**src/rtl/regbridge_pkg.sv**
```systemverilog
package regbridge_pkg;

  // Phase kinds; the value is also the strobe bit index on the link.
  typedef enum logic [1:0] {
    PH_ADDR  = 2'd0,
    PH_DATA  = 2'd1,
    PH_READ  = 2'd2,
    PH_WRITE = 2'd3
  } phase_e;

  localparam int unsigned NUM_STB = 4;

  function automatic logic [NUM_STB-1:0] phase_strobe(input phase_e k);
    logic [NUM_STB-1:0] v;
    v = '0;
    v[k] = 1'b1;
    return v;
  endfunction

endpackage

```
**src/rtl/regbridge_timer.sv**
```systemverilog
module regbridge_timer #(
  parameter int unsigned LIMIT = 1024,
  localparam int unsigned CNT_W = $clog2(LIMIT + 1)
) (
  input  logic clk,
  input  logic rst_n,
  input  logic run,
  output logic expired
);
  logic [CNT_W-1:0] cnt_q;

  assign expired = run && (cnt_q == CNT_W'(LIMIT - 1));

  always_ff @(posedge clk or negedge rst_n) begin
    if (!rst_n) begin
      cnt_q <= '0;
    end else if (!run || expired) begin
      cnt_q <= '0;
    end else begin
      cnt_q <= cnt_q + 1'b1;
    end
  end
endmodule

```
**src/rtl/regbridge_phase_hs.sv**
```systemverilog
module regbridge_phase_hs
  import regbridge_pkg::*;
#(
  parameter int unsigned W     = 16,
  parameter int unsigned LIMIT = 1024
) (
  input  logic               clk,
  input  logic               rst_n,
  input  logic               start,
  input  phase_e             kind,
  input  logic [W-1:0]       value,
  input  logic               ack,
  input  logic [W-1:0]       dout,
  output logic [W-1:0]       din,
  output logic [NUM_STB-1:0] stb,
  output logic               fin,
  output logic               tmo,
  output logic [W-1:0]       cap
);
  typedef enum logic [1:0] {HS_IDLE, HS_SETUP, HS_RAISE, HS_DROP} hs_e;

  hs_e    st_q;
  phase_e kind_q;
  logic   run;
  logic   expired;

  // The timer runs only while the wanted acknowledge level is missing.
  assign run = ((st_q == HS_RAISE) && !ack) || ((st_q == HS_DROP) && ack);

  regbridge_timer #(.LIMIT(LIMIT)) u_timer (
    .clk     (clk),
    .rst_n   (rst_n),
    .run     (run),
    .expired (expired)
  );

  always_ff @(posedge clk or negedge rst_n) begin
    if (!rst_n) begin
      st_q   <= HS_IDLE;
      kind_q <= PH_ADDR;
      din    <= '0;
      stb    <= '0;
      fin    <= 1'b0;
      tmo    <= 1'b0;
      cap    <= '0;
    end else begin
      fin <= 1'b0;
      tmo <= 1'b0;
      unique case (st_q)
        HS_IDLE: begin
          if (start) begin
            kind_q <= kind;
            din    <= value;
            stb    <= '0;
            st_q   <= HS_SETUP;
          end
        end
        HS_SETUP: begin
          stb  <= phase_strobe(kind_q);
          st_q <= HS_RAISE;
        end
        HS_RAISE: begin
          if (ack) begin
            cap  <= dout;
            din  <= '0;
            stb  <= '0;
            st_q <= HS_DROP;
          end else if (expired) begin
            din  <= '0;
            stb  <= '0;
            fin  <= 1'b1;
            tmo  <= 1'b1;
            st_q <= HS_IDLE;
          end
        end
        HS_DROP: begin
          if (!ack) begin
            fin  <= 1'b1;
            st_q <= HS_IDLE;
          end else if (expired) begin
            fin  <= 1'b1;
            tmo  <= 1'b1;
            st_q <= HS_IDLE;
          end
        end
        default: st_q <= HS_IDLE;
      endcase
    end
  end
endmodule

```
**src/rtl/regbridge_access_seq.sv**
```systemverilog
module regbridge_access_seq
  import regbridge_pkg::*;
#(
  parameter int unsigned W = 16
) (
  input  logic         clk,
  input  logic         rst_n,
  input  logic         cmd_valid,
  output logic         cmd_ready,
  input  logic         cmd_write,
  input  logic [W-1:0] cmd_addr,
  input  logic [W-1:0] cmd_wdata,
  output logic         hs_start,
  output phase_e       hs_kind,
  output logic [W-1:0] hs_value,
  input  logic         hs_fin,
  input  logic         hs_tmo,
  input  logic [W-1:0] hs_cap,
  output logic         rsp_done,
  output logic         rsp_error,
  output logic [W-1:0] rsp_rdata
);
  typedef enum logic [1:0] {SQ_IDLE, SQ_ADDR, SQ_DATA, SQ_CMD} sq_e;

  sq_e          st_q;
  logic         is_wr_q;
  logic [W-1:0] wdata_q;

  assign cmd_ready = (st_q == SQ_IDLE);

  always_ff @(posedge clk or negedge rst_n) begin
    if (!rst_n) begin
      st_q      <= SQ_IDLE;
      is_wr_q   <= 1'b0;
      wdata_q   <= '0;
      hs_start  <= 1'b0;
      hs_kind   <= PH_ADDR;
      hs_value  <= '0;
      rsp_done  <= 1'b0;
      rsp_error <= 1'b0;
      rsp_rdata <= '0;
    end else begin
      hs_start  <= 1'b0;
      rsp_done  <= 1'b0;
      rsp_error <= 1'b0;
      if (st_q == SQ_IDLE) begin
        if (cmd_valid) begin
          is_wr_q  <= cmd_write;
          wdata_q  <= cmd_wdata;
          hs_start <= 1'b1;
          hs_kind  <= PH_ADDR;
          hs_value <= cmd_addr;
          st_q     <= SQ_ADDR;
        end
      end else if (hs_fin) begin
        if (hs_tmo) begin
          rsp_done  <= 1'b1;
          rsp_error <= 1'b1;
          if (!is_wr_q) rsp_rdata <= '1;
          st_q <= SQ_IDLE;
        end else begin
          unique case (st_q)
            SQ_ADDR: begin
              hs_start <= 1'b1;
              if (is_wr_q) begin
                hs_kind  <= PH_DATA;
                hs_value <= wdata_q;
                st_q     <= SQ_DATA;
              end else begin
                hs_kind  <= PH_READ;
                hs_value <= '0;
                st_q     <= SQ_CMD;
              end
            end
            SQ_DATA: begin
              hs_start <= 1'b1;
              hs_kind  <= PH_WRITE;
              hs_value <= '0;
              st_q     <= SQ_CMD;
            end
            SQ_CMD: begin
              rsp_done <= 1'b1;
              if (!is_wr_q) rsp_rdata <= hs_cap;
              st_q <= SQ_IDLE;
            end
            default: st_q <= SQ_IDLE;
          endcase
        end
      end
    end
  end
endmodule

```
**src/rtl/regbridge_master.sv**
```systemverilog
module regbridge_master
  import regbridge_pkg::*;
#(
  parameter int unsigned DATA_W      = 16,
  parameter int unsigned TIMEOUT_CYC = 1024
) (
  input  logic              clk,
  input  logic              rst_n,
  input  logic              cmd_valid,
  output logic              cmd_ready,
  input  logic              cmd_write,
  input  logic [DATA_W-1:0] cmd_addr,
  input  logic [DATA_W-1:0] cmd_wdata,
  output logic              rsp_done,
  output logic              rsp_error,
  output logic [DATA_W-1:0] rsp_rdata,
  output logic [DATA_W-1:0] link_din,
  output logic              link_addr_stb,
  output logic              link_data_stb,
  output logic              link_rd_stb,
  output logic              link_wr_stb,
  input  logic              link_ack,
  input  logic [DATA_W-1:0] link_dout
);
  logic               hs_start;
  phase_e             hs_kind;
  logic [DATA_W-1:0]  hs_value;
  logic               hs_fin;
  logic               hs_tmo;
  logic [DATA_W-1:0]  hs_cap;
  logic [NUM_STB-1:0] stb;

  regbridge_access_seq #(.W(DATA_W)) u_seq (
    .clk       (clk),
    .rst_n     (rst_n),
    .cmd_valid (cmd_valid),
    .cmd_ready (cmd_ready),
    .cmd_write (cmd_write),
    .cmd_addr  (cmd_addr),
    .cmd_wdata (cmd_wdata),
    .hs_start  (hs_start),
    .hs_kind   (hs_kind),
    .hs_value  (hs_value),
    .hs_fin    (hs_fin),
    .hs_tmo    (hs_tmo),
    .hs_cap    (hs_cap),
    .rsp_done  (rsp_done),
    .rsp_error (rsp_error),
    .rsp_rdata (rsp_rdata)
  );

  regbridge_phase_hs #(.W(DATA_W), .LIMIT(TIMEOUT_CYC)) u_hs (
    .clk   (clk),
    .rst_n (rst_n),
    .start (hs_start),
    .kind  (hs_kind),
    .value (hs_value),
    .ack   (link_ack),
    .dout  (link_dout),
    .din   (link_din),
    .stb   (stb),
    .fin   (hs_fin),
    .tmo   (hs_tmo),
    .cap   (hs_cap)
  );

  assign link_addr_stb = stb[PH_ADDR];
  assign link_data_stb = stb[PH_DATA];
  assign link_rd_stb   = stb[PH_READ];
  assign link_wr_stb   = stb[PH_WRITE];
endmodule

```
**config.mk**
```make
export PLATFORM = sky130hd
export DESIGN_NAME = regbridge_master
export DESIGN_NICKNAME = d
export VERILOG_FILES = /design/src/rtl/regbridge_pkg.sv /design/src/rtl/regbridge_timer.sv /design/src/rtl/regbridge_phase_hs.sv /design/src/rtl/regbridge_access_seq.sv /design/src/rtl/regbridge_master.sv
export SDC_FILE = /design/constraint.sdc
export NUM_CORES = 1
export LEC_CHECK = 0
export BUFFER_PORTS_ARGS = -buffer_cell sky130_fd_sc_hd__buf_2
export CAP_MARGIN = 20
export CORE_MARGIN = 2
export CORE_UTILIZATION = 59
export DETAILED_ROUTE_END_ITERATION = 8
export PLACE_DENSITY = 0.85
export SYNTH_ARGS = -nofsm -noshare
export SYNTH_HDL_FRONTEND = slang
export SYNTH_SLANG_ARGS = --single-unit
```
**constraint.sdc**
```tcl
create_clock -name clk -period 3.95 [get_ports clk]
set_input_delay 0.395 -clock clk [delete_from_list [all_inputs] [get_ports clk]]
set_output_delay 0.395 -clock clk [all_outputs]
set_load 0.01 [all_outputs]
```
==> flow_metrics.env <==
export IMPL_maxCapViolCount=0
export IMPL_clkPwrFrac_pct=17.7
export IMPL_final_cells=561
export IMPL_ys_seq_area_share_pct=60.35
export IMPL_crit_fanout=22
export IMPL_grt_usage_pct=21.76
export IMPL_hold_class="in2reg"
export IMPL_cp_start_kind="flip-flop"
export IMPL_synthCells=368
export IMPL_r2r_slack_ns=1.20
export IMPL_tightest_slew_ns=1.037
export IMPL_antenna_found_initial=0
export IMPL_yosys_warnings=0
export IMPL_gr_total_overflow=0
export IMPL_max_freq_ghz=0.3637
export IMPL_min_from="cmd_wdata[2]"
export IMPL_dieArea_um2=8376
export IMPL_syn_area_um2=4519
export IMPL_setup_viol=0
export IMPL_dpl_cell_count=544
export IMPL_ant_nets=0
export IMPL_r2r_end="u_seq.hs_value[2]$_DFFE_PN0P_"
export IMPL_p_int_w=0.002525
export IMPL_min_path_cells=2
export IMPL_min_to="u_seq.wdata_q[2]$_DFFE_PN0P_"
export IMPL_grt_max_degree=50
export IMPL_postSynthNetCount=426
export IMPL_die_x_um=91.52
export IMPL_critPathLaunch="u_seq.st_q[0]$_DFFE_PN0P_"
export IMPL_skew_ns=0.01566
export IMPL_rsz0062_at_grt="no"
export IMPL_critPathSlowestCell="ha_1"
export IMPL_async_flop_share_pct=100.0
export IMPL_required_ns=4.25
export IMPL_core_area_um2=7331
export IMPL_switching_share_pct=35.07
export IMPL_ir_drop_uv=339.3
export IMPL_rows=31
export IMPL_power_switching_w=0.001364
export IMPL_powerDensity_nw_per_um2=741.2
export IMPL_place_congestion=0.8137
export IMPL_layout_drive_gt1_share_pct=33.55
export IMPL_synth_edff_count=0
export IMPL_reg2reg_depth=7
export IMPL_synth_avg_cell_area_um2=12.28
export IMPL_power_w=0.003889
export IMPL_pwr_share_seq_pct=48.5
export IMPL_combPwrFrac_pct=33.8
export IMPL_path_cells="inv_1, ha_1, nand2_1, a21oi_2, buf_4, nor2_1, a21oi_1"
export IMPL_ys_ff_latch=109
export IMPL_cts_sinks=109
export IMPL_min_period_ns=2.749
export IMPL_finalWirelength_um=8734
export IMPL_cts_max_path_buffers=2
export IMPL_critPathCaptureType="flip-flop"
export IMPL_grt_pass1_vias=3033
export IMPL_nFillCells=505
export IMPL_diodes=0
export IMPL_max_stage_delay_ns=0.74
export IMPL_vias_per_cell=5.513
export IMPL_start_util_pct=61.65
export IMPL_period_share_pct=69.60
export IMPL_synthDistinctLibCells=43
export IMPL_vias=3093
export IMPL_nets=515
export IMPL_finalMaxSlewViolations=0
export IMPL_fin_setup_tns_ns=0
export IMPL_detail_route_wl_per_cell_um=15.57
export IMPL_clk_pin_slew_ns=0.10
export IMPL_portBuffers=91
export IMPL_clk_latency_ns=0.37
export IMPL_htreeDepth=3
export IMPL_dp_hpwl_um=6052
export IMPL_status="complete, no violations"
export IMPL_hold_viol_final=0
export IMPL_crit_type="reg2reg"
export IMPL_slew_headroom_pct=30.48
export IMPL_drcViolationCount=0
export IMPL_arrival_ns=3.05
export IMPL_io_pins=92
export IMPL_ys_flop_type="dfrtp_1"
export IMPL_reg2reg_from="u_seq.st_q[0]$_DFFE_PN0P_"
export IMPL_first_pass_iters=4
export IMPL_grt_pass1_wl_um=14450
export IMPL_post_cts_resized=0
export IMPL_area_growth_pct=16.09
export IMPL_hold_ws_ns=0.2451
export IMPL_first_iter_violations=180
export IMPL_numCtsBuffers=9
export IMPL_cts_tree="yes"
export IMPL_cts_root_buf="clkbuf_8"
export IMPL_die_h_um=91.52
export IMPL_p_leak_nw=2.550
## area by class of cell
class | instances | area [um^2] | area share [%]
Multi-Input combinational cell | 219 | 1605 | 30.60
Timing Repair Buffer | 96 | 498.0 | 9.492
Sequential cell | 109 | 2728 | 51.99
Clock inverter | 5 | 67.56 | 1.288
Tap cell | 99 | 123.9 | 2.361
Clock buffer | 11 | 141.4 | 2.695
Inverter | 22 | 82.58 | 1.574
## state kept, by name, summed over array words and instances (netlist names)
name and cells:
u_seq.st_q 2, u_seq.wdata_q 16, u_hs.stb 4, u_hs.fin 1, u_seq.hs_kind 2, u_seq.hs_value 16, u_hs.cap 16, u_hs.u_timer.cnt_q 11
u_seq.is_wr_q 1, u_seq.hs_start 1, u_hs.din 16, u_hs.tmo 1, u_hs.st_q 2, u_seq.rsp_rdata 16, u_seq.rsp_error 1, u_seq.rsp_done 1
u_hs.kind_q 2
## synth_stat cells, types with 2 or more instances
cell	count	area (um^2)
a22oi_1	16	120.1
mux2i_1	17	170.2
buf_2	11	55.05
a21oi_1	22	110.1
nand3b_1	2	15.01
buf_6	2	22.52
a22o_1	18	157.7
nand2_1	10	37.54
buf_4	2	15.01
clkbuf_1	2	7.510
ha_1	5	62.56
nand3_1	2	10.01
and2_1	3	18.77
nor2_1	52	195.2
xnor2_1	5	43.79
nand3_2	2	20.02
dfrtp_1	109	2728
inv_1	22	82.58
nand4_1	3	18.77
mux2_2	36	405.4
xor2_1	4	35.03
nor3_1	2	10.01
## routing by layer
layer	share of wire, %	vias to the layer above	GRT usage [%]	wire length [um]
li1	-	1453	-	-
met1	45	1542	30.69	3953
met2	48	87	33.39	4159
met3	5.6	11	5.228	492
met4	1.5	0	7.323	128
met5	0	-	0	0
## power groups by stage
| stage | Clock [W] | Sequential [W] | Combinational, W |
|---|---|---|---|
| after floorplan | 0 | 0.00190 | 0.000894 |
| after global placement | 0 | 0.00188 | 0.00125 |
| after detailed placement | 0 | 0.00191 | 0.00131 |
| after CTS | 0.000702 | 0.00188 | 0.00132 |
| after global routing | 0.000748 | 0.00194 | 0.00147 |
| final | 0.000689 | 0.00189 | 0.00131 |
## metrics by stage
step	instance area [um^2]	worst slack, ns	utilization (%)
global route	5246	0.9677	71.57
finish	5246	1.201	71.57
CTS	5246	1.252	71.57
detailed placement	5027	1.249	68.58
floorplan	4519	2.014	-
global placement	5027	1.427	68.58
## what timing repair did
item                                   CTS  global route
setup endpoints to repair                0             0
endpoints found under the hold margin   12             0
hold buffers                             1             0
buffers inserted                         0             0
## worst max-delay path, delay by kind of cell, from the launching register on
kind,cells,cell delay (ns)
adder cells (fa/ha/maj),1,0.74
AO/OA/AOI/OAI,2,0.71
flip-flops,1,0.48
buffers and inverters,2,0.46
AND/OR/NAND/NOR,2,0.28
## kinds of logic (layout without fill, tap and decap cells)
logic type / after synthesis / in the layout / share of synthesized area [%]
buf+inv: 40 / 134 / 4.125
flops: 109 / 109 / 60.35
fa+ha+maj: 5 / 5 / 1.384
compound gates: 66 / 66 / 10.38
xor+xnor: 9 / 9 / 1.744
simple gates: 86 / 86 / 9.275
mux: 53 / 53 / 12.74
## worst max-delay path by stage
| stage | depth (start not counted) | slack, ns | endpoint |
|---|---|---|---|
| 4_1_cts | 7 | 1.25 | u_seq.hs_value[2]$_DFFE_PN0P_ |
| 3_3_place_gp | 6 | 1.43 | u_seq.rsp_rdata[12]$_DFFE_PN0P_ |
| 5_1_grt | 7 | 0.97 | u_seq.hs_value[2]$_DFFE_PN0P_ |
| 2_1_floorplan | 7 | 2.01 | u_seq.wdata_q[0]$_DFFE_PN0P_ |
| 6_report | 7 | 1.20 | u_seq.hs_value[2]$_DFFE_PN0P_ |
| 3_5_place_dp | 7 | 1.25 | u_seq.hs_value[2]$_DFFE_PN0P_ |
## placed cells by master (no fill, tap or decap), drive strengths merged, types with 2 or more instances in the layout
| cell type | Yosys | layout |
|---|---|---|
| mux2i | 17 | 17 |
| o21ai | 2 | 2 |
| o22ai | 2 | 2 |
| nand3b | 2 | 2 |
| and2 | 3 | 3 |
| buf | 16 | 95 |
| nor2 | 52 | 52 |
| xor2 | 4 | 4 |
| ha | 5 | 5 |
| clkinv | 0 | 3 |
| mux2 | 36 | 36 |
| clkbuf | 2 | 11 |
| inv | 22 | 23 |
| nor3 | 3 | 3 |
| nor2b | 2 | 2 |
| nand3 | 4 | 4 |
| a21oi | 23 | 23 |
| dfrtp | 109 | 109 |
| a22o | 18 | 18 |
| xnor2 | 5 | 5 |
| a22oi | 16 | 16 |
| nand4 | 3 | 3 |
| nand2 | 10 | 10 |
Note: power is estimated with default switching activity, not from simulation.
